===== src/rtl/smc_pkg.sv =====
package smc_pkg;
  localparam int CNT_W = 6;
  localparam int CYC_W = 9;
  localparam int TDF_W = 4;

  typedef enum logic [1:0] {
    WAIT_OFF    = 2'd0,
    WAIT_RSVD   = 2'd1,
    WAIT_FROZEN = 2'd2,
    WAIT_READY  = 2'd3
  } wait_mode_e;

  typedef struct packed {
    logic [CNT_W-1:0] cs_setup;
    logic [CNT_W-1:0] cs_pulse;
    logic [CNT_W-1:0] st_setup;
    logic [CNT_W-1:0] st_pulse;
    logic [CYC_W-1:0] length;
    logic [1:0]       width;
    wait_mode_e       wmode;
    logic             edge_sel;
    logic             bat;
    logic [TDF_W-1:0] tdf;
    logic             tdf_mode;
  } acc_cfg_t;

  // Picks the fields for one direction and stretches the length to the minimum.
  function automatic acc_cfg_t resolve_cfg(input logic [31:0] s, input logic [31:0] p,
                                           input logic [31:0] c, input logic [31:0] m,
                                           input logic wr);
    acc_cfg_t r;
    logic [CYC_W-1:0] lim, need_cs, need_st;
    r.cs_setup = wr ? s[16 +: CNT_W] : s[0 +: CNT_W];
    r.st_setup = wr ? s[24 +: CNT_W] : s[8 +: CNT_W];
    r.cs_pulse = wr ? p[16 +: CNT_W] : p[0 +: CNT_W];
    r.st_pulse = wr ? p[24 +: CNT_W] : p[8 +: CNT_W];
    lim        = wr ? c[16 +: CYC_W] : c[0 +: CYC_W];
    need_cs    = CYC_W'(r.cs_setup) + CYC_W'(r.cs_pulse) + CYC_W'(1);
    need_st    = CYC_W'(r.st_setup) + CYC_W'(r.st_pulse) + CYC_W'(1);
    if (need_cs > lim) lim = need_cs;
    if (need_st > lim) lim = need_st;
    r.length   = lim;
    r.width    = m[1:0];
    r.wmode    = wait_mode_e'(m[5:4]);
    r.edge_sel = wr ? m[9] : m[8];
    r.bat      = m[12];
    r.tdf      = m[16 +: TDF_W];
    r.tdf_mode = m[20];
    return r;
  endfunction
endpackage


===== src/rtl/smc_cfg_bank.sv =====
module smc_cfg_bank #(
  parameter int N_CS = 6
) (
  input  logic                       clk,
  input  logic                       rst_n,
  input  logic                       wr_en,
  input  logic [$clog2(N_CS)+1:0]    wr_addr,
  input  logic [31:0]                wr_data,
  input  logic [$clog2(N_CS)-1:0]    rd_sel,
  output logic [31:0]                setup_o,
  output logic [31:0]                pulse_o,
  output logic [31:0]                cycle_o,
  output logic [31:0]                mode_o
);
  localparam int IDX_W = $clog2(N_CS);
  localparam int WORDS = N_CS * 4;

  logic [31:0] regs [WORDS];

  always_ff @(posedge clk or negedge rst_n) begin
    if (!rst_n) begin
      for (int i = 0; i < WORDS; i++) regs[i] <= '0;
    end else if (wr_en && (int'(wr_addr) < WORDS)) begin
      regs[wr_addr] <= wr_data;
    end
  end

  always_comb begin
    setup_o = '0;
    pulse_o = '0;
    cycle_o = '0;
    mode_o  = '0;
    if (int'(rd_sel) < N_CS) begin
      setup_o = regs[{rd_sel, 2'd0}];
      pulse_o = regs[{rd_sel, 2'd1}];
      cycle_o = regs[{rd_sel, 2'd2}];
      mode_o  = regs[{rd_sel, 2'd3}];
    end
  end

  logic [IDX_W-1:0] unused_w;
  assign unused_w = rd_sel;
endmodule


===== src/rtl/smc_window.sv =====
module smc_window #(
  parameter int CNT_W = 6,
  parameter int CYC_W = 9
) (
  input  logic [CYC_W-1:0] cnt,
  input  logic [CNT_W-1:0] setup,
  input  logic [CNT_W-1:0] pulse,
  output logic             active,
  output logic             last,
  output logic             pending
);
  logic [CYC_W-1:0] stop;
  assign stop    = CYC_W'(setup) + CYC_W'(pulse);
  assign active  = (pulse != '0) && (cnt >= CYC_W'(setup)) && (cnt < stop);
  assign last    = (pulse != '0) && (cnt == stop - 1'b1);
  assign pending = cnt < stop;
endmodule


===== src/rtl/smc_float_guard.sv =====
module smc_float_guard #(
  parameter int IDX_W = 3,
  parameter int TDF_W = 4
) (
  input  logic             clk,
  input  logic             rst_n,
  input  logic             take,
  input  logic             rd_end,
  input  logic [IDX_W-1:0] end_cs,
  input  logic [TDF_W-1:0] end_tdf,
  input  logic             end_mode,
  input  logic [IDX_W-1:0] req_cs,
  output logic             allow
);
  logic [TDF_W-1:0] flt;
  logic [IDX_W-1:0] last_cs;
  logic             last_mode;

  always_ff @(posedge clk or negedge rst_n) begin
    if (!rst_n) begin
      flt       <= '0;
      last_cs   <= '0;
      last_mode <= 1'b0;
    end else if (rd_end) begin
      flt       <= end_tdf;
      last_cs   <= end_cs;
      last_mode <= end_mode;
    end else if (flt != '0) begin
      flt <= flt - 1'b1;
    end
  end

  assign allow = (flt == '0) || ((req_cs == last_cs) && !last_mode);

  a_r10_float_block: assert property (@(posedge clk) disable iff (!rst_n)
    take && (flt != '0) |-> (req_cs == last_cs) && !last_mode);
endmodule


===== src/rtl/smc_timing_top.sv =====
module smc_timing_top
  import smc_pkg::*;
#(
  parameter int N_CS   = 6,
  parameter int DATA_W = 32,
  parameter int ADDR_W = 24
) (
  input  logic                      clk,
  input  logic                      rst_n,
  input  logic                      cfg_we,
  input  logic [$clog2(N_CS)+1:0]   cfg_addr,
  input  logic [31:0]               cfg_wdata,
  input  logic                      req_valid,
  output logic                      req_ready,
  input  logic [$clog2(N_CS)-1:0]   req_cs,
  input  logic                      req_write,
  input  logic [ADDR_W-1:0]         req_addr,
  input  logic [DATA_W-1:0]         req_wdata,
  input  logic [DATA_W/8-1:0]       req_be,
  output logic                      rsp_done,
  output logic [DATA_W-1:0]         rsp_rdata,
  output logic [N_CS-1:0]           mem_cs_n,
  output logic                      mem_rd_n,
  output logic                      mem_we_n,
  output logic [DATA_W/8-1:0]       mem_lane_n,
  output logic [ADDR_W-1:0]         mem_addr,
  output logic [DATA_W-1:0]         mem_dout,
  output logic                      mem_doe,
  input  logic [DATA_W-1:0]         mem_din,
  input  logic                      mem_wait
);
  localparam int IDX_W = $clog2(N_CS);
  localparam int LANES = DATA_W / 8;

  logic [31:0] w_setup, w_pulse, w_cycle, w_mode;
  logic busy, is_wr, done_q, allow, take, stall, at_end, rd_end, sample;
  logic [CYC_W-1:0]  cnt;
  acc_cfg_t          act;
  logic [IDX_W-1:0]  cur_cs;
  logic [ADDR_W-1:0] addr_q;
  logic [DATA_W-1:0] wdata_q, rdata_q, din_keep;
  logic [LANES-1:0]  be_q, lane_en;
  logic [1:0]        w_act, w_last, w_pend;
  logic [CNT_W-1:0]  w_set [2];
  logic [CNT_W-1:0]  w_pul [2];

  smc_cfg_bank #(.N_CS(N_CS)) u_bank (
    .clk(clk), .rst_n(rst_n), .wr_en(cfg_we), .wr_addr(cfg_addr), .wr_data(cfg_wdata),
    .rd_sel(req_cs), .setup_o(w_setup), .pulse_o(w_pulse), .cycle_o(w_cycle), .mode_o(w_mode));

  // Window 0 is the chip select, window 1 the strobe of the current direction.
  assign w_set[0] = act.cs_setup;
  assign w_pul[0] = act.cs_pulse;
  assign w_set[1] = act.st_setup;
  assign w_pul[1] = act.st_pulse;

  for (genvar g = 0; g < 2; g++) begin : g_win
    smc_window #(.CNT_W(CNT_W), .CYC_W(CYC_W)) u_win (
      .cnt(cnt), .setup(w_set[g]), .pulse(w_pul[g]),
      .active(w_act[g]), .last(w_last[g]), .pending(w_pend[g]));
  end

  smc_float_guard #(.IDX_W(IDX_W), .TDF_W(TDF_W)) u_guard (
    .clk(clk), .rst_n(rst_n), .take(take), .rd_end(rd_end), .end_cs(cur_cs),
    .end_tdf(act.tdf), .end_mode(act.tdf_mode), .req_cs(req_cs), .allow(allow));

  assign req_ready = !busy && allow;
  assign take      = req_valid && req_ready;
  assign stall     = busy && mem_wait &&
                     ((act.wmode == WAIT_FROZEN) || ((act.wmode == WAIT_READY) && w_last[1]));
  assign at_end    = busy && !stall && (cnt == act.length - 1'b1);
  assign rd_end    = at_end && !is_wr;
  assign sample    = busy && !is_wr && !stall && (act.edge_sel ? w_last[1] : w_last[0]);

  always_ff @(posedge clk or negedge rst_n) begin
    if (!rst_n) begin
      busy    <= 1'b0;
      done_q  <= 1'b0;
      cnt     <= '0;
      is_wr   <= 1'b0;
      cur_cs  <= '0;
      addr_q  <= '0;
      wdata_q <= '0;
      be_q    <= '0;
      rdata_q <= '0;
      act     <= '0;
    end else begin
      done_q <= at_end;
      if (take) begin
        busy    <= 1'b1;
        cnt     <= '0;
        is_wr   <= req_write;
        cur_cs  <= req_cs;
        addr_q  <= req_addr;
        wdata_q <= req_wdata;
        be_q    <= req_be;
        act     <= resolve_cfg(w_setup, w_pulse, w_cycle, w_mode, req_write);
      end else if (busy && !stall) begin
        if (at_end) busy <= 1'b0;
        else        cnt  <= cnt + 1'b1;
      end
      if (sample) rdata_q <= din_keep;
    end
  end

  for (genvar l = 0; l < LANES; l++) begin : g_lane
    assign lane_en[l] = (act.width == 2'd0) ? (l == 0) :
                        (act.width == 2'd1) ? (l < 2) : 1'b1;
    assign din_keep[8*l +: 8] = lane_en[l] ? mem_din[8*l +: 8] : 8'h00;
    assign mem_lane_n[l] = !(busy && lane_en[l] && (is_wr ? be_q[l] : 1'b1) &&
                             (act.bat ? w_act[1] : w_act[0]));
  end

  for (genvar c = 0; c < N_CS; c++) begin : g_cs
    assign mem_cs_n[c] = !(busy && (cur_cs == IDX_W'(c)) && w_act[0]);
  end

  assign mem_rd_n  = !(busy && !is_wr && w_act[1]);
  assign mem_we_n  = !(busy && is_wr && w_act[1] && !act.bat);
  assign mem_doe   = busy && is_wr && (act.edge_sel ? w_pend[1] : w_pend[0]);
  assign mem_addr  = addr_q;
  assign mem_dout  = wdata_q;
  assign rsp_done  = done_q;
  assign rsp_rdata = rdata_q;

  a_r1_idle_quiet: assert property (@(posedge clk) disable iff (!rst_n)
    !busy |-> (&mem_cs_n) && mem_rd_n && mem_we_n && (&mem_lane_n));
  a_r3_single_cs: assert property (@(posedge clk) disable iff (!rst_n)
    $onehot0(~mem_cs_n));
  a_r4_done_pulse: assert property (@(posedge clk) disable iff (!rst_n)
    rsp_done |=> !rsp_done);
  a_r5_frozen_hold: assert property (@(posedge clk) disable iff (!rst_n)
    busy && (act.wmode == WAIT_FROZEN) && mem_wait |=> (cnt == $past(cnt)) && busy);
  a_r6_ready_hold: assert property (@(posedge clk) disable iff (!rst_n)
    busy && !is_wr && (act.wmode == WAIT_READY) && mem_wait && !mem_rd_n && w_last[1]
    |=> !mem_rd_n);
  a_r12_done_after_busy: assert property (@(posedge clk) disable iff (!rst_n)
    rsp_done |-> $past(busy) && !req_ready || !busy);
endmodule


===== config.mk =====
export PLATFORM = sky130hd
export DESIGN_NAME = smc_timing_top
export DESIGN_NICKNAME = d
export VERILOG_FILES = /design/src/rtl/smc_pkg.sv /design/src/rtl/smc_cfg_bank.sv /design/src/rtl/smc_window.sv /design/src/rtl/smc_float_guard.sv /design/src/rtl/smc_timing_top.sv
export SDC_FILE = /design/constraint.sdc
export NUM_CORES = 1
export LEC_CHECK = 0
export BUFFER_PORTS_ARGS = -buffer_cell sky130_fd_sc_hd__buf_2
export CORE_MARGIN = 3
export CORE_UTILIZATION = 45
export DETAILED_ROUTE_END_ITERATION = 8
export GPL_TIMING_DRIVEN = 0
export SYNTH_ARGS = -nofsm -noshare
export SYNTH_HDL_FRONTEND = slang
export SYNTH_SLANG_ARGS = --single-unit

===== constraint.sdc =====
create_clock -name clk -period 16.3 [get_ports clk]
set_input_delay 3.26 -clock clk [delete_from_list [all_inputs] [get_ports clk]]
set_output_delay 3.26 -clock clk [all_outputs]
set_load 0.02 [all_outputs]

Word level (Yosys, flattened, before mapping)
Cells that the tools add are included.
{"block": "word_totals", "regBits": 927, "in_bits": 138, "elab_cells": 216}
{"block": "op_classes", "add_sub_neg": 11, "n_lt_le_gt_ge": 14, "n_eq_ne": 13, "mux": 49, "bitwise": 5, "n_reduce_logical": 77}
{"op": "768-bit bitwise mux", "n": 1}
{"op": "32-bit binary-select mux with 5-bit select", "n": 4}
{"op": "30-bit 2-to-1 mux", "n": 6}
{"op": "32-bit demux with 5-bit select", "n": 1}
{"op": "25-bit 2-to-1 mux", "n": 3}
{"op": "21-bit 2-to-1 mux", "n": 3}
{"op": "9-bit 2-to-1 mux", "n": 7}
{"op": "1-bit logical AND", "n": 47}
{"op": "32-bit 2-to-1 mux", "n": 1}
{"op": "6-bit >= comparator (second input constant)", "n": 5}
{"op": "5-bit NOT with 6-bit output", "n": 5}
{"op": "6-bit by 6-bit adder with 7-bit output", "n": 4}
{"op": "9-bit == test", "n": 3}
{"op": "9-bit by 1-bit subtractor with 9-bit output (second input constant)", "n": 3}
{"op": "6-bit 2-to-1 mux", "n": 4}
{"op": "8-bit 2-to-1 mux", "n": 3}
{"op": "9-bit by 6-bit >= comparator with 1-bit output", "n": 2}
{"op": "8-bit by 9-bit greater-than comparator with 1-bit output", "n": 2}
{"op": "9-bit < comparator", "n": 2}
{"op": "1-bit zero test", "n": 17}
{"op": "7-bit by 1-bit adder with 8-bit output (second input constant)", "n": 2}
{"op": "1-bit 2-to-1 mux", "n": 14}
{"op": "6-bit nonzero test", "n": 2}
{"op": "9-bit by 1-bit adder with 9-bit output (second input constant)", "n": 1}
{"op": "19 further kinds", "n": 27}

Depth between registers and ports, before layout
Gate-level depths: netlist of the first run.
{"block": "depth", "ltp_word": 13, "ltp_mapped": 33, "depth_no_buf": 27}

Cells and area by module
A second synthesis of the first run with hierarchy kept.
{"block": "hier_totals", "hier_cells": 3532, "area_unflattened_um2": 44594.0}
{"module": "smc_cfg_bank", "instances": 1, "cells_each": 2443, "area_per_inst_um2": 34973.5, "seq_area_each_um2": 19218.4}
{"module": "smc_timing_top", "instances": 1, "cells_each": 849, "area_per_inst_um2": 7593.5, "seq_area_each_um2": 3778.6}
{"module": "smc_window", "instances": 2, "cells_each": 103, "area_per_inst_um2": 809.5, "seq_area_each_um2": 0.0}
{"module": "smc_float_guard", "instances": 1, "cells_each": 34, "area_per_inst_um2": 407.9, "seq_area_each_um2": 200.2}

Worst setup path before layout of the first run
OpenSTA, ideal clock, no wires.
{"block": "synth_path", "kind": "input-to-reg", "startpoint": "input req_cs[0]", "endpoint": "register act[14] (netlist bit)", "arrival_time_ps": 9531, "required_time_ps": 16217, "setup_slack_ps": 6686, "path_stages": 30, "path_buffers": 7, "path_cell_list": "buf_2 buf_4 buf_4 buf_4 buf_2 buf_2 mux4_2 a21oi_1 ha_1 fa_1 nor2b_1 o21ai_0 nand2b_1 a21o_1 a21oi_1 inv_1 ha_1 o2111ai_1 mux2_2 ha_1 a21o_1 a21oi_1 nor2b_1 o21ai_0 nand2b_1 a221oi_1 nor2_1 clkbuf_1 mux2_2 o21ai_0"}
{"block": "synth_between", "elab_chain_cells": 13, "word_cells_on_any_way": 35, "classes_between": "4 x add/sub; 3 x order compare; 1 x eq/ne; 20 x mux; 3 x bitwise; 4 x reduce/logical"}
{"element": "start, declared", "line_no": "smc_timing_top.sv:15", "rtl": "input logic [$clog2(N_CS)-1:0] req_cs,"}
{"element": "5-bit NOT with 6-bit output (on tied branches)", "line_no": "smc_cfg_bank.sv:34, smc_cfg_bank.sv:35"}
{"element": "32-bit binary-select mux with 5-bit select (on tied branches)", "line_no": "smc_cfg_bank.sv:34, smc_cfg_bank.sv:35"}
{"element": "30-bit 2-to-1 mux (on tied branches) (2 in a row)", "line_no": "smc_cfg_bank.sv:34, smc_cfg_bank.sv:35"}
{"element": "30-bit 2-to-1 mux", "line_no": "smc_cfg_bank.sv:33", "rtl": "if (int'(rd_sel) < N_CS) begin"}
{"element": "6-bit 2-to-1 mux (on tied branches)", "line_no": "smc_pkg.sv:33, smc_pkg.sv:35"}
{"element": "6-bit by 6-bit adder with 7-bit output", "line_no": "smc_pkg.sv:38", "rtl": "need_cs = CYC_W'(r.cs_setup) + CYC_W'(r.cs_pulse) + CYC_W'(1);"}
{"element": "7-bit by 1-bit adder with 8-bit output", "line_no": "smc_pkg.sv:38"}
{"element": "8-bit by 9-bit greater-than comparator with 1-bit output", "line_no": "smc_pkg.sv:40", "rtl": "if (need_cs > lim) lim = need_cs;"}
{"element": "9-bit 2-to-1 mux", "line_no": "smc_pkg.sv:40"}
{"element": "9-bit 2-to-1 mux", "line_no": "smc_timing_top.sv:89", "rtl": "if (take) begin"}
{"element": "8-bit by 9-bit greater-than comparator with 1-bit output", "line_no": "smc_pkg.sv:41", "rtl": "if (need_st > lim) lim = need_st;"}
{"element": "9-bit 2-to-1 mux", "line_no": "smc_pkg.sv:41"}
{"element": "end signal, assigned", "line_no": "smc_timing_top.sv:97", "rtl": "act <= resolve_cfg(w_setup, w_pulse, w_cycle, w_mode, req_write);"}
{"element": "end, declared", "line_no": "smc_timing_top.sv:38", "rtl": "acc_cfg_t act;"}
Parallel ways exist; a longest one is shown, timed or not. The select of a mux whose other input is x is not followed.
A chain may end at the register's enable or synchronous reset.

Worst setup path in the final report of the first run
{"block": "layout_path", "startpoint": "input req_cs[1]", "endpoint": "register act[13] (netlist bit)"}
The elaborated chain is that of the path after synthesis.

==> impl_metrics.yaml, run 1 <==
synth:
  ys_types: 72
  synthArstFlopShare_pct: 100
  ys.flop_type: "dfrtp_1"
  synth-edff-count: 0
  postSynthAreaPerCell_um2: 13.6
  synth_area_leaders: "dfrtp_1 (51%), mux2_2 (21%), mux4_2 (8.1%)"
  ys_seq_area_share_pct: 51.5
  syn_area_mm2: 0.0305
  yosys-top-cells-count: "dfrtp_1 (627), mux2_2 (557), clkbuf_1 (124)"
  postSynthCellCount: 2236
  yosysMostFrequentCell: "dfrtp_1"
  syn_nets: 2448
  yosysTopAreaCell: "dfrtp_1"
  ys_warn_count: 0
  synth_top_area_share_pct: 51.5
  synth-seq-cells: 627
timing:
  slew_viol_final: 0
  setup-violations-final: 0
  holdWs_ns: 0.478
  rsz0062_at_grt: "false"
  max_freq_mhz: 87.2
  tightest_slew_ns: 1.32
  period_needed_ns: 11.47
  final_hold_viol_count: 0
  max_slew_margin_pct: 11.4
  period_share_pct: 70.3
  clock-skew-final_ns: 0.0297
  fin_ws_ns: 4.83
clock_tree:
  ctsResizeCount: 0
  htreeDepth: 3
  clk_path_buf_depth: 3
  clk_latency_ns: 0.63
  post_cts_buffers: 0
  numCtsBuffers: 70
  ctsHoldBuffers: 0
  cts_tree: "done"
  cts-root-buf: "clkbuf_16"
  clock_sinks: 627
  cts.reportedPaths.clkPinSlew_ns: 0.06
die:
  rows: 94
  die_w_um: 266
  io_pins: 241
  initial_core_util_pct: 45.9
  die_y_um: 266
  core_area_mm2: 0.0665
  dieArea_mm2: 0.0709
critical_path:
  cp_common_cell: "clkbuf_1"
  crit_required_ns: 16.83
  critPathArrivalTime_ns: 11.99
  cp-start-kind: "input pin"
  cp_max_fo: 10
  slowest_delay_ns: 0.83
  crit_type: "in -> reg"
  end_kind: "flop"
  crit_path_top_delay_cell: "o21ai_0"
grt:
  grt-busiest-layer: "met2"
  grt_overflow: 0
  grt_usage_pct: 24.4
  grt_use_met2_pct: 40.9
  grt_max_degree: 127
  use_met3_pct: 4.69
  grt_pass1_vias: 20937
  antenna_found_initial: 4
  grt_pass1_wl_um: 130000
  grt_util_met1_pct: 32.3
placed_design:
  io_buffers: 232
  dp.cells: 3337
  dp_slack_ns: 4.26
  gp_congestion: 0.882
  post-dp-hpwl_um: 61100
cells_and_area:
  fin_nets: 2757
  finalCoreUtilization_pct: 52.8
  area_delta_synth_final_pct: 15.2
  drive_gt1_share_pct: 40.7
  stdcell_count: 3460
  fillers: 5611
power_and_ir_drop:
  total_power_mw: 5.65
  max-vdd-ir-drop_uv: 85.7
  p_per_area_mw_per_mm2: 161
  p_leak_nw: 16.4
drt:
  drc_errors: 0
  drt_iter0_markers: 1391
  num_vias: 19636
  viasPerCell: 5.68
  routed_wl_um: 85900
  drtPass1Iterations: 5
  avgRoutedWirePerCell_um: 24.8
  ant_nets: 0
outcome:
  outcome: "complete, no violations"
flow_run:
  max_cap_violations: 0
worst_hold_path:
  hold_class: "reg -> reg"
## path summary, 6_finish.rpt
check	cells after the start	to	start	slack [ns]
max in group asynchronous	4	u_bank.regs[369]	rst_n	11.51
worst min register to register	1	rsp_rdata[13]	rsp_rdata[13]	0.48
worst max register to register	24	act[13]	u_bank.regs[626]	9.90
min in group asynchronous	1	rsp_rdata[5]	rst_n	2.64
worst min-delay path	1	rsp_rdata[13]	rsp_rdata[13]	0.48
worst max-delay path	28	act[13]	req_cs[1]	4.83
## power by group
part           leakage (nW)  switching, mW  internal, mW
clock network          1.09          0.644         0.898
registers              8.06          0.233          1.93
logic                  7.26           1.04         0.901
## logic make-up (layout without fill, tap and decap cells)
| logic type | Yosys count | after routing | share of synthesized area, % |
|---|---|---|---|
| other | 0 | 1 | 0 |
| flip-flops | 627 | 627 | 51.5 |
| adder cells (fa/ha/maj) | 74 | 74 | 3.14 |
| XOR/XNOR | 43 | 43 | 1.35 |
| AO/OA/AOI/OAI | 197 | 197 | 4.11 |
| multiplexers | 760 | 760 | 31.9 |
| buffers and inverters | 222 | 581 | 2.93 |
| AND/OR/NAND/NOR | 313 | 313 | 5.05 |
## worst max-delay path: cells and delay by family
family	cells	cell delay (ns)
buffers and inverters	6	2.98
adder cells (fa/ha/maj)	3	0.93
AO/OA/AOI/OAI	10	3.12
multiplexers	3	0.84
AND/OR/NAND/NOR	6	0.84
## cell type report
type / instances / area (µm²) / area share [%]
clock inverter: 17 / 198 / 0.563
sequential: 627 / 15700 / 44.7
antenna: 1 / 2.50 / 0.00713
inverter: 71 / 267 / 0.759
clock buffer: 105 / 2030 / 5.79
tap: 864 / 1080 / 3.08
timing repair buffer: 237 / 1310 / 3.73
multi-input combinational: 1387 / 13900 / 39.6
buffer: 151 / 627 / 1.79
## layer usage
metal | wire (µm) | vias to the layer above | part of all wire [%]
li1 | - | 8759 | -
met1 | 37000 | 10272 | 43
met2 | 41700 | 462 | 48
met3 | 4420 | 143 | 5.1
met4 | 2820 | 0 | 3.3
met5 | 0 | - | 0
## stage by stage
stage          cell area [µm²]  setup TNS, ns
6_report                 35100              0
5_1_grt                  35100              0
4_1_cts                  35100              0
3_5_place_dp             32900              0
3_3_place_gp             32700        -386.73
2_1_floorplan            30500              0
## cells in the final DEF, fill, tap and decap left out, types with 8 or more instances in the layout
master / n
xnor2_1: 25
inv_1: 70
mux4_2: 110
o21a_1: 9
nor3_1: 21
xor2_1: 15
mux2i_1: 72
ha_1: 70
buf_2: 246
clkbuf_16: 70
nor4_1: 8
nand2_1: 115
mux2_1: 14
a21o_1: 17
nor2_1: 65
mux2_2: 557
clkbuf_8: 15
dfrtp_1: 627
nor2b_1: 22
o21ai_0: 65
nand4_1: 11
nand2b_1: 11
clkbuf_1: 144
a21oi_1: 48
## flip-flops by register name (all words and copies together) (netlist names)
signal             flops
u_guard.last_mode      1
u_guard.last_cs        3
rsp_done               1
be_q                   4
rsp_rdata             32
mem_dout              32
u_bank.regs          468
is_wr                  1
busy                   1
cur_cs                 3
cnt                    9
act                   44
u_guard.flt            4
mem_addr              24
No activity file was read; power rests on OpenSTA's default activity.
==> inputs of run 2 (changes only) <==
--- a/config.mk
+++ b/config.mk
@@ -10,6 +10,7 @@
 export CORE_UTILIZATION = 45
 export DETAILED_ROUTE_END_ITERATION = 8
 export GPL_TIMING_DRIVEN = 0
+export PLACE_DENSITY = 0.65
 export SYNTH_ARGS = -nofsm -noshare
 export SYNTH_HDL_FRONTEND = slang
 export SYNTH_SLANG_ARGS = --single-unit
==> constraint.sdc (replaced) <==
create_clock -name clk -period 10.1 [get_ports clk]
set_input_delay 2.02 -clock clk [delete_from_list [all_inputs] [get_ports clk]]
set_output_delay 2.02 -clock clk [all_outputs]
set_load 0.02 [all_outputs]
==> run 2 against run 1 <==
  * Flip-flop and latch count is the same
  * Global-route usage shrank 0.28 points
  * Die area is the same
  * Largest power group unchanged
==> impl_metrics.yaml, run 2 (synthesis gave the netlist of run 1 again) <==
outcome:
  outcome: "complete, no violations"
cells_and_area:
  largest_register_ffs: 468
  multiInputGateArea_mm2: 0.0139
  fin_nets: 2758
  seqCellArea_mm2: 0.0157
  design_area_mm2: 0.0353
  drive_gt1_share_pct: 41.3
  area_delta_synth_final_pct: 15.7
  stdcell_count: 3462
  finalCoreUtilization_pct: 53.1
  fillers: 5492
  regMostFlops: "u_bank.regs"
  mostFrequentLayoutCell: "dfrtp_1"
  layout_common_cells: "dfrtp_1 (627), mux2_2 (557), buf_2 (246), clkbuf_1 (129), nand2_1 (115)"
  top_regs: "u_bank.regs x468, act x44"
  diodes: 0
drt:
  ant_nets: 0
  routed_wl_um: 85400
  drt_iter0_markers: 1396
  num_vias: 19967
  avgRoutedWirePerCell_um: 24.7
  viasPerCell: 5.77
  drtPass1Iterations: 6
  drc_errors: 0
critical_path:
  cp-start-kind: "input pin"
  crit_required_ns: 10.62
  cp_common_cell: "o21ai_0"
  crit_path_top_delay_cell: "o2111ai_1"
  reg2reg_depth: 26
  crit_family: "compound AO/OA/AOI/OAI gates"
  crit_type: "in -> reg"
  reg2reg_to: "act[14]"
  slowest_delay_ns: 0.71
  critPathArrivalTime_ns: 10.27
  end_kind: "flop"
  r2r_start: "u_bank.regs[496]"
  critical_path_buf_inv_count: 6
  cp_max_fo: 10
  r2r_slack_ns: 3.71
die:
  die_y_um: 266
  io_pins: 241
  rows: 94
  core_area_mm2: 0.0665
  die_w_um: 266
  initial_core_util_pct: 45.9
  dieArea_mm2: 0.0709
clock_tree:
  cts.reportedPaths.clkPinSlew_ns: 0.06
  post_cts_buffers: 0
  htreeDepth: 3
  numCtsBuffers: 71
  clock_sinks: 627
  cts-root-buf: "clkbuf_16"
  clk_latency_ns: 0.61
  clk_path_buf_depth: 3
  cts_tree: "done"
worst_hold_path:
  min_path_cells: 1
  min_from: "rsp_rdata[3]"
  hold_class: "reg -> reg"
  min_to: "rsp_rdata[3]"
power_and_ir_drop:
  max-vdd-ir-drop_uv: 123
  total_power_mw: 9.27
  p_per_area_mw_per_mm2: 263
  p_leak_nw: 16.5
timing:
  setup_tns_ns: 0
  period_needed_ns: 9.75
  tightest_slew_ns: 1.22
  final_hold_viol_count: 0
  setup-violations-final: 0
  max_freq_mhz: 103
  period_share_pct: 96.5
  slew_viol_final: 0
  max_slew_margin_pct: 18.6
  clock-skew-final_ns: 0.0306
grt:
  grt_pass1_vias: 21061
  grt_pass1_wl_um: 129000
  grt_usage_pct: 24.2
  grt_overflow: 0
  antenna_found_initial: 2
  grt_max_degree: 128
placed_design:
  place_area_mm2: 0.0329
  dp.cells: 3337
  io_buffers: 232
  gp_congestion: 0.881
  post-dp-hpwl_um: 60600
flow_run:
  max_cap_violations: 0
[run 2: cell count changes in the layout (fill, tap and decap cells not counted), moves of 3 or more]
cell	before	now
clkbuf_2	0	4
clkbuf_1	144	129
bufinv_16	2	5
clkbuf_8	15	18
clkinv_2	7	10
[run 2: power breakdown]
part | internal, mW | switching (mW) | leakage [nW] | total, mW
registers | 3.11 | 0.382 | 8.06 | 3.49
logic | 1.46 | 1.70 | 7.27 | 3.16
clock network | 1.57 | 1.05 | 1.17 | 2.62
total | 6.14 | 3.13 | 16.5 | 9.27
[run 2: area by class of cell]
class	instances	share of cell area [%]
clock inverters	24	0.802
inverters	71	0.756
multi-input cells	1387	39.4
plain buffers	151	1.83
well taps	864	3.07
repair buffers	237	3.71
clock buffers	101	5.93
flip-flops and latches	627	44.5
[run 2: worst max-delay path by stage]
stage,to,from,cells past startpoint
floorplan,act[14],req_cs[0],30
detailed placement,act[14],req_cs[1],30
finish,act[14],req_cs[1],28
global placement,mem_dout[12],rst_n,1
CTS,act[14],req_cs[1],30
global route,act[14],req_cs[1],30
[run 2: timing repair]
item                                   CTS  global route
resized for setup                        0            14
endpoints found under the hold margin    0             0
setup endpoints to repair                0             7
hold buffers                             0             0
[run 2: stage by stage]
step,setup slack [ns],hold WS [ns]
floorplan,1.73,0.450
global placement,-5.50,0.463
detailed placement,-0.642,0.471
CTS,0.0257,0.484
global route,-0.00310,0.504
finish,0.352,0.484
[run 2: per-layer routing]
metal / routed length [µm] / part of all wire (%) / global-route usage (%) / up-vias
met2: 42000 / 49 / 40.4 / 533
met4: 2510 / 2.9 / 8.11 / 0
met3: 4540 / 5.3 / 3.90 / 135
met1: 36300 / 43 / 32.3 / 10570
li1: - / - / - / 8729
met5: 0 / 0 / 0 / -
==> inputs of run 3 (changes only) <==
--- a/config.mk
+++ b/config.mk
@@ -7,10 +7,9 @@
 export LEC_CHECK = 0
 export BUFFER_PORTS_ARGS = -buffer_cell sky130_fd_sc_hd__buf_2
 export CORE_MARGIN = 3
-export CORE_UTILIZATION = 45
+export CORE_UTILIZATION = 25
 export DETAILED_ROUTE_END_ITERATION = 8
 export GPL_TIMING_DRIVEN = 0
-export PLACE_DENSITY = 0.65
 export SYNTH_ARGS = -nofsm -noshare
 export SYNTH_HDL_FRONTEND = slang
 export SYNTH_SLANG_ARGS = --single-unit
==> constraint.sdc (replaced) <==
create_clock -name clk -period 10.1 [get_ports clk]
set_input_delay 1.515 -clock clk [delete_from_list [all_inputs] [get_ports clk]]
set_output_delay 1.515 -clock clk [all_outputs]
set_load 0.02 [all_outputs]
==> run 3 against run 2 <==
  * Register-to-register slack worse by 0.05 ns
  * Routed wire length up 4.9%
  * Clock skew about the same
  * Die area up 78%
  * Global-route usage down 10 points
  * Non-clock buffer count up 1
  * Critical path type unchanged
  * Critical endpoint unchanged
  * Largest power group unchanged
==> impl_metrics.yaml, run 3 (synthesis gave the netlist of run 1 again) <==
drt:
  drtPass1Iterations: 5
  num_vias: 19648
  drt_iter0_markers: 1279
  drc_errors: 0
  ant_nets: 0
  avgRoutedWirePerCell_um: 21.2
  viasPerCell: 4.64
  routed_wl_um: 89500
worst_hold_path:
  hold_class: "reg -> reg"
critical_path:
  cp_max_fo: 10
  crit_type: "in -> reg"
  slowest_delay_ns: 0.72
  crit_required_ns: 10.66
  cp-start-kind: "input pin"
  critPathArrivalTime_ns: 9.92
  crit_path_top_delay_cell: "o2111ai_1"
  end_kind: "flop"
placed_design:
  post-dp-hpwl_um: 63400
  dp.cells: 4086
  place_area_mm2: 0.0338
  gp_congestion: 0.803
  io_buffers: 232
cells_and_area:
  drive_gt1_share_pct: 41.6
  top_regs: "u_bank.regs x468, act x44"
  design_area_mm2: 0.0365
  fin_nets: 2760
  area_delta_synth_final_pct: 19.8
  regMostFlops: "u_bank.regs"
  finalCoreUtilization_pct: 30.3
  stdcell_count: 4231
  layout_common_cells: "dfrtp_1 (627), mux2_2 (557), buf_2 (246), clkbuf_1 (125), nand2_1 (115)"
  largest_register_ffs: 468
  mostFrequentLayoutCell: "dfrtp_1"
die:
  initial_core_util_pct: 25.3
  rows: 127
  die_w_um: 355
  io_pins: 241
  die_y_um: 355
  core_area_mm2: 0.120
  dieArea_mm2: 0.126
timing:
  period_share_pct: 92.6
  slew_viol_final: 0
  max_freq_mhz: 107
  rsz0062_at_grt: "false"
  max_slew_margin_pct: 17.9
  period_needed_ns: 9.36
  holdWs_ns: 0.479
  clock-skew-final_ns: 0.0310
  setup-violations-final: 0
  tightest_slew_ns: 1.23
  final_hold_viol_count: 0
grt:
  grt_overflow: 0
  grt_max_degree: 116
  grt_pass1_vias: 20272
  grt_pass1_wl_um: 133000
  grt_usage_pct: 14.0
  antenna_found_initial: 24
clock_tree:
  cts_tree: "done"
  post_cts_buffers: 0
  clk_path_buf_depth: 3
  cts.reportedPaths.clkPinSlew_ns: 0.06
  clk_latency_ns: 0.64
  numCtsBuffers: 72
  htreeDepth: 3
  clock_sinks: 627
  cts-root-buf: "clkbuf_16"
power_and_ir_drop:
  max-vdd-ir-drop_uv: 117
  p_leak_nw: 16.6
  total_power_mw: 9.49
  p_per_area_mw_per_mm2: 260
outcome:
  outcome: "complete, no violations"
flow_run:
  max_cap_violations: 0
## run 3: cell types whose count changed in the layout (fill, tap and decap cells not counted), moves of 2 or more
| cell | before | now |
|---|---|---|
| diode_2 | 0 | 13 |
| bufinv_16 | 5 | 13 |
| clkbuf_8 | 18 | 12 |
| clkbuf_1 | 129 | 125 |
| clkinv_2 | 10 | 12 |
| clkinvlp_4 | 3 | 5 |
## run 3: critical path, delay by kind of cell
kind	cells	cell delay [ns]
muxes	3	0.94
AOI/OAI and AO/OA	10	2.73
and+or+nand+nor	6	0.46
buffers and inverters	7	3.09
adders and majority gates	4	1.13
## run 3: cell type report
class | instances | area (µm²)
clock buffers | 91 | 2010
well taps | 1612 | 2020
flip-flops and latches | 627 | 15700
plain buffers | 151 | 643
repair buffers | 238 | 1340
clock inverters | 41 | 613
fillers | 12156 | 83900
inverters | 71 | 267
diodes | 13 | 32.5
multi-input cells | 1387 | 13900
## run 3: metal layers
metal  GRT usage (%)  part of all wire, %  vias up
li1                -                    -     8784
met1            18.7                   45    10315
met2            23.1                   48      425
met3            2.93                  5.5      116
met4            3.69                  1.9        8
met5               0                0.060        -
## run 3: power by group
part	total [mW]	switching, mW	internal (mW)
clock network	2.88	1.12	1.76
logic	3.13	1.68	1.45
registers	3.48	0.375	3.11
## run 3: path summary, 6_finish.rpt
check                                  from               end  slack [ns]  cells past startpoint
min in group asynchronous             rst_n  u_bank.regs[365]        0.75                      1
max                               req_write           act[14]        0.74                     30
max reg2reg                u_bank.regs[352]           act[14]        3.66                     26
min reg2reg                    rsp_rdata[6]      rsp_rdata[6]        0.48                      1
max in group asynchronous             rst_n     rsp_rdata[10]        7.94                      3
min                            rsp_rdata[6]      rsp_rdata[6]        0.48                      1
## run 3: stage by stage
stage                     setup TNS, ns  setup WS (ns)
final                                 0          0.744
after global routing                  0          0.172
after CTS                             0          0.255
after detailed placement          -2.56         -0.454
after global placement         -3812.14          -6.16
after floorplan                       0           2.23
## run 3: repair_timing
item,4_1_cts,5_1_grt
gates resized for setup,0,14
endpoints found under the setup margin,0,7
hold buffers,0,0
